## src/rtl/load_use_stall_pkg.sv

```systemverilog
package load_use_stall_pkg;

  typedef struct packed {
    logic pcWrite;
    logic ifidWrite;
    logic ctrlZero;
  } stall_strobes_t;

endpackage

```

## src/rtl/lus_datapath.sv

```systemverilog
module lus_datapath
  import load_use_stall_pkg::*;
#(
  parameter int AW      = 5,
  parameter int NUM_SRC = 2,
  parameter int CTRL_W  = 8
) (
  input  logic [NUM_SRC*AW-1:0] srcIds,
  input  logic [NUM_SRC-1:0]    srcUsed,
  input  logic [AW-1:0]         loadDest,
  input  logic                  loadPending,
  input  logic [CTRL_W-1:0]     ctrlIn,
  input  stall_strobes_t        strobes,
  output logic                  hazard,
  output logic [CTRL_W-1:0]     ctrlOut
);
  localparam logic [AW-1:0]     ZERO_REG  = '0;
  localparam logic [CTRL_W-1:0] BUBBLE_CW = '0;

  logic [NUM_SRC-1:0] srcHit;
  logic               destLive;

  // a load only matters when it targets a real register
  assign destLive = loadPending && (loadDest != ZERO_REG);

  for (genvar i = 0; i < NUM_SRC; i++) begin : g_cmp
    assign srcHit[i] = srcUsed[i] && (srcIds[i*AW +: AW] == loadDest);
  end

  assign hazard  = destLive && (|srcHit);
  assign ctrlOut = strobes.ctrlZero ? BUBBLE_CW : ctrlIn;

  // control must answer a detected hazard with a full hold
  always_comb begin
    if (hazard) begin
      p_hold_on_hazard_r1: assert (strobes.ctrlZero && !strobes.pcWrite && !strobes.ifidWrite)
        else $error("hazard without hold");
    end
    if (!hazard) begin
      p_free_run_r2: assert (!strobes.ctrlZero && strobes.pcWrite && strobes.ifidWrite)
        else $error("hold without hazard");
    end
  end
endmodule

```

## src/rtl/lus_control.sv

```systemverilog
module lus_control
  import load_use_stall_pkg::*;
(
  input  logic           hazard,
  output stall_strobes_t strobes
);
  always_comb begin
    strobes.pcWrite   = 1'b1;
    strobes.ifidWrite = 1'b1;
    strobes.ctrlZero  = 1'b0;
    if (hazard) begin
      strobes.pcWrite   = 1'b0;
      strobes.ifidWrite = 1'b0;
      strobes.ctrlZero  = 1'b1;
    end
  end
endmodule

```

## src/rtl/load_use_stall.sv

```systemverilog
module load_use_stall
  import load_use_stall_pkg::*;
#(
  parameter int AW     = 5,
  parameter int CTRL_W = 8
) (
  input  logic [AW-1:0]     idRsId,
  input  logic [AW-1:0]     idRtId,
  input  logic              idRsUsed,
  input  logic              idRtUsed,
  input  logic [AW-1:0]     exDestId,
  input  logic              exMemRead,
  input  logic [CTRL_W-1:0] idCtrl,
  output logic              pcWrite,
  output logic              ifidWrite,
  output logic              ctrlZero,
  output logic [CTRL_W-1:0] exCtrl
);
  localparam int NUM_SRC = 2;

  stall_strobes_t strobes;
  logic           hazard;

  lus_datapath #(.AW(AW), .NUM_SRC(NUM_SRC), .CTRL_W(CTRL_W)) u_dp (
    .srcIds      ({idRtId, idRsId}),
    .srcUsed     ({idRtUsed, idRsUsed}),
    .loadDest    (exDestId),
    .loadPending (exMemRead),
    .ctrlIn      (idCtrl),
    .strobes     (strobes),
    .hazard      (hazard),
    .ctrlOut     (exCtrl)
  );

  lus_control u_ctl (
    .hazard  (hazard),
    .strobes (strobes)
  );

  assign pcWrite   = strobes.pcWrite;
  assign ifidWrite = strobes.ifidWrite;
  assign ctrlZero  = strobes.ctrlZero;

  always_comb begin
    if (!exMemRead) begin
      p_no_load_r2: assert (pcWrite && ifidWrite) else $error("stall without load");
    end
    if (exDestId == '0) begin
      p_zero_dest_r3: assert (pcWrite) else $error("stall on register 0");
    end
    if (!idRsUsed && !idRtUsed) begin
      p_unused_src_r4: assert (pcWrite) else $error("stall on unused sources");
    end
    if (ctrlZero) begin
      p_bubble_r5: assert (exCtrl == '0) else $error("bubble not zero");
    end else begin
      p_pass_r5: assert (exCtrl == idCtrl) else $error("control word altered");
    end
    p_enables_r6: assert (pcWrite == ifidWrite) else $error("enables differ");
  end
endmodule

```

## config.mk

```make
export PLATFORM = sky130hd
export DESIGN_NAME = load_use_stall
export DESIGN_NICKNAME = d
export VERILOG_FILES = /design/src/rtl/load_use_stall_pkg.sv /design/src/rtl/lus_datapath.sv /design/src/rtl/lus_control.sv /design/src/rtl/load_use_stall.sv
export SDC_FILE = /design/constraint.sdc
export NUM_CORES = 1
export LEC_CHECK = 0
export CAP_MARGIN = 10
export CORE_AREA = 2 2 39 41
export DETAILED_ROUTE_END_ITERATION = 7
export DIE_AREA = 0 0 41 43
export DONT_BUFFER_PORTS = 1
export RECOVER_POWER = 100
export SETUP_SLACK_MARGIN = 0.3
export SLEW_MARGIN = 20
export SYNTH_ARGS = -nofsm -noshare
export SYNTH_HDL_FRONTEND = slang
export SYNTH_SLANG_ARGS = --single-unit
```

## constraint.sdc

```tcl
create_clock -name vclk -period 0.9
set_clock_uncertainty 0.05 [all_clocks]
set_input_delay 0 -clock vclk [all_inputs]
set_output_delay 0 -clock vclk [all_outputs]
set_load 0.03 [all_outputs]
```

==> results.ini <==
[sta]
slew_violations = 0
min_period_ns = 1.14
setup_viol = 11
finalHoldViolCount = 0
worstMarginPinSlew_ns = 0.150
post-route-period-util_pct = 127
max_clock_freq_mhz = 875
timing.final.ws_setup_ns = -0.243
rsz0062_at_grt = true
relSlewSlack_pct = 90.0

[power_and_ir_drop]
ir_worst_vdd_v = 0.000139
total_power_uw = 236
power_leakage_uw = 0.000142
powerDensity_nw_per_um2 = 546

[global_routing]
antenna_found_initial = 0
grt_pass1_vias = 262
overflow = 0
grt_pass1_wl_um = 1070
grt_max_degree = 8
grt.total_usage_pct = 8.19

[critical_path]
start_kind = primary input
path_cells = or4_4 > o21a_4 > buf_12 > and2_4
cp.arrival_ns = 1.09
crit_slowest_cell = or4_4
max_stage_delay_ns = 0.53
cp.required_ns = 0.85
path_class = primary input to primary output
startpoint = exDestId[4]
cp_max_fo = 4
end_kind = primary output
endpoint = ctrlZero

[routing]
drt_iter0_drc = 0
vias_per_cell = 4.78
routedWlPerCell_um = 14.0
routed_wl_um = 771
vias = 263
ant_nets = 0
first_pass_iters = 1
drc = 0

[yosys]
synth-adder-area-share_pct = 0
synth_seq_area_share_pct = 0
synth_compound_area_share_pct = 40.1
yosysMostFrequentCell = xnor2_1
ys_warn_count = 0
synth_top_family_by_area = compound AO/OA/AOI/OAI gates
synth_mux_area_share_pct = 0
synth_area_per_cell_sq_um = 8.13
synth_area_sq_um = 228
synth_top_cell_area_share_pct = 38.5
synth_common_cells = xnor2_1, a21boi_1, nand2_1, nand4_1
yosys.area_share.simple_pct = 18.1
ys_types = 10
synthCells = 28
synth_area_leader_cell = xnor2_1
synthXorXnorAreaFrac_pct = 38.5
synth.area.top_cells = xnor2_1, a21boi_1, o21a_4
syn_nets = 54

[final_layout]
regArea_sq_um = 0
area_growth_syn_to_layout_pct = 90.1
drive_above_1_share_pct = 64.1
fin_nets = 67
design.seq.count = 0
clkbuf_count = 0
num_antenna_cells = 0
fin_area_sq_um = 433

[floorplanning]
start_util_pct = 16.5
die_w_um = 41
die-area_sq_um = 1760
core_area_sq_um = 1380
io_pins = 37
fp.dieH_um = 43
fp-row-count = 14

[placed_design]
dp_hpwl_um = 653
place_congestion = 0.553
pre_cts_slack_ns = -0.250
dpl_cell_area_sq_um = 358
port_buffers = 0

[outcome]
status = finished, violations left
violations = negative setup slack

[clocking]
hold_buffers = 0

[run]
max-cap-violations = 0

[worst_hold_path]
hp-start = idCtrl[4]
hold_path_class = primary input to primary output

==> report_power, final <==
part	internal, uW	switching, uW	leakage [uW]
sequential	0	0	0
combinational	122	114	0.000142
clock	0	0	0
==> how the worst min path moves through the flow <==
stage / endpoint / cells past startpoint / slack (ns)
final: exCtrl[4] / 2 / 0.22
after detailed placement: exCtrl[6] / 2 / 0.23
after global routing: exCtrl[7] / 2 / 0.22
after CTS: exCtrl[4] / 2 / 0.22
after floorplan: exCtrl[0] / 1 / 0.14
after global placement: exCtrl[1] / 2 / 0.23
==> cells in the final DEF, fill, tap and decap left out <==
master,n
xnor2_1,10
buf_6,8
nand4_1,2
buf_12,1
and2_4,1
buf_4,2
or4_4,1
nand2_1,2
o22ai_4,1
a21boi_2,8
o21a_4,2
nand2_8,1
==> repair_timing <==
action / CTS / global route
setup endpoints to repair: 11 / 11
pin swaps: 2 / 3
gates cloned: 1 / 0
setup buffers: 0 / 1
resized for setup: 10 / 1
endpoints found under the hold margin: 0 / 0
==> cell families (layout without fill, tap and decap cells) <==
group                     count (synthesis)  in the layout
AOI/OAI and AO/OA                        10             11
xor gates and xnor gates                 10             10
and+or+nand+nor                           7              7
buffers and inverters                     1             11
==> routing by layer <==
layer / share of wire [%] / track usage (%) / vias up / wire length (um)
li1: - / - / 124 / -
met5: 0 / 0 / - / 0
met1: 35 / 10.4 / 112 / 272
met2: 48 / 15.0 / 27 / 368
met3: 17 / 0.524 / 0 / 130
met4: 0 / 0 / 0 / 0
==> metrics by stage <==
step,utilization (%),TNS [ns],instances,hold WS [ns]
finish,31.3,-2.32,55,0.218
CTS,29.2,-2.08,54,0.218
global route,31.3,-2.65,55,0.223
global placement,25.9,-2.21,53,0.227
detailed placement,25.9,-2.31,53,0.229
floorplan,-,-2.54,28,0.142
==> critical path: cells and delay by family <==
family | cells | cell delay (ns)
and+or+nand+nor | 2 | 0.69
AOI/OAI and AO/OA | 1 | 0.26
buffers and inverters | 1 | 0.13
==> area by class of cell <==
type | instances | area (sq um)
well taps | 16 | 20.0
fillers | 152 | 951
multi-input cells | 28 | 288
repair buffers | 11 | 125
Note: power is estimated with default switching activity, not from simulation.
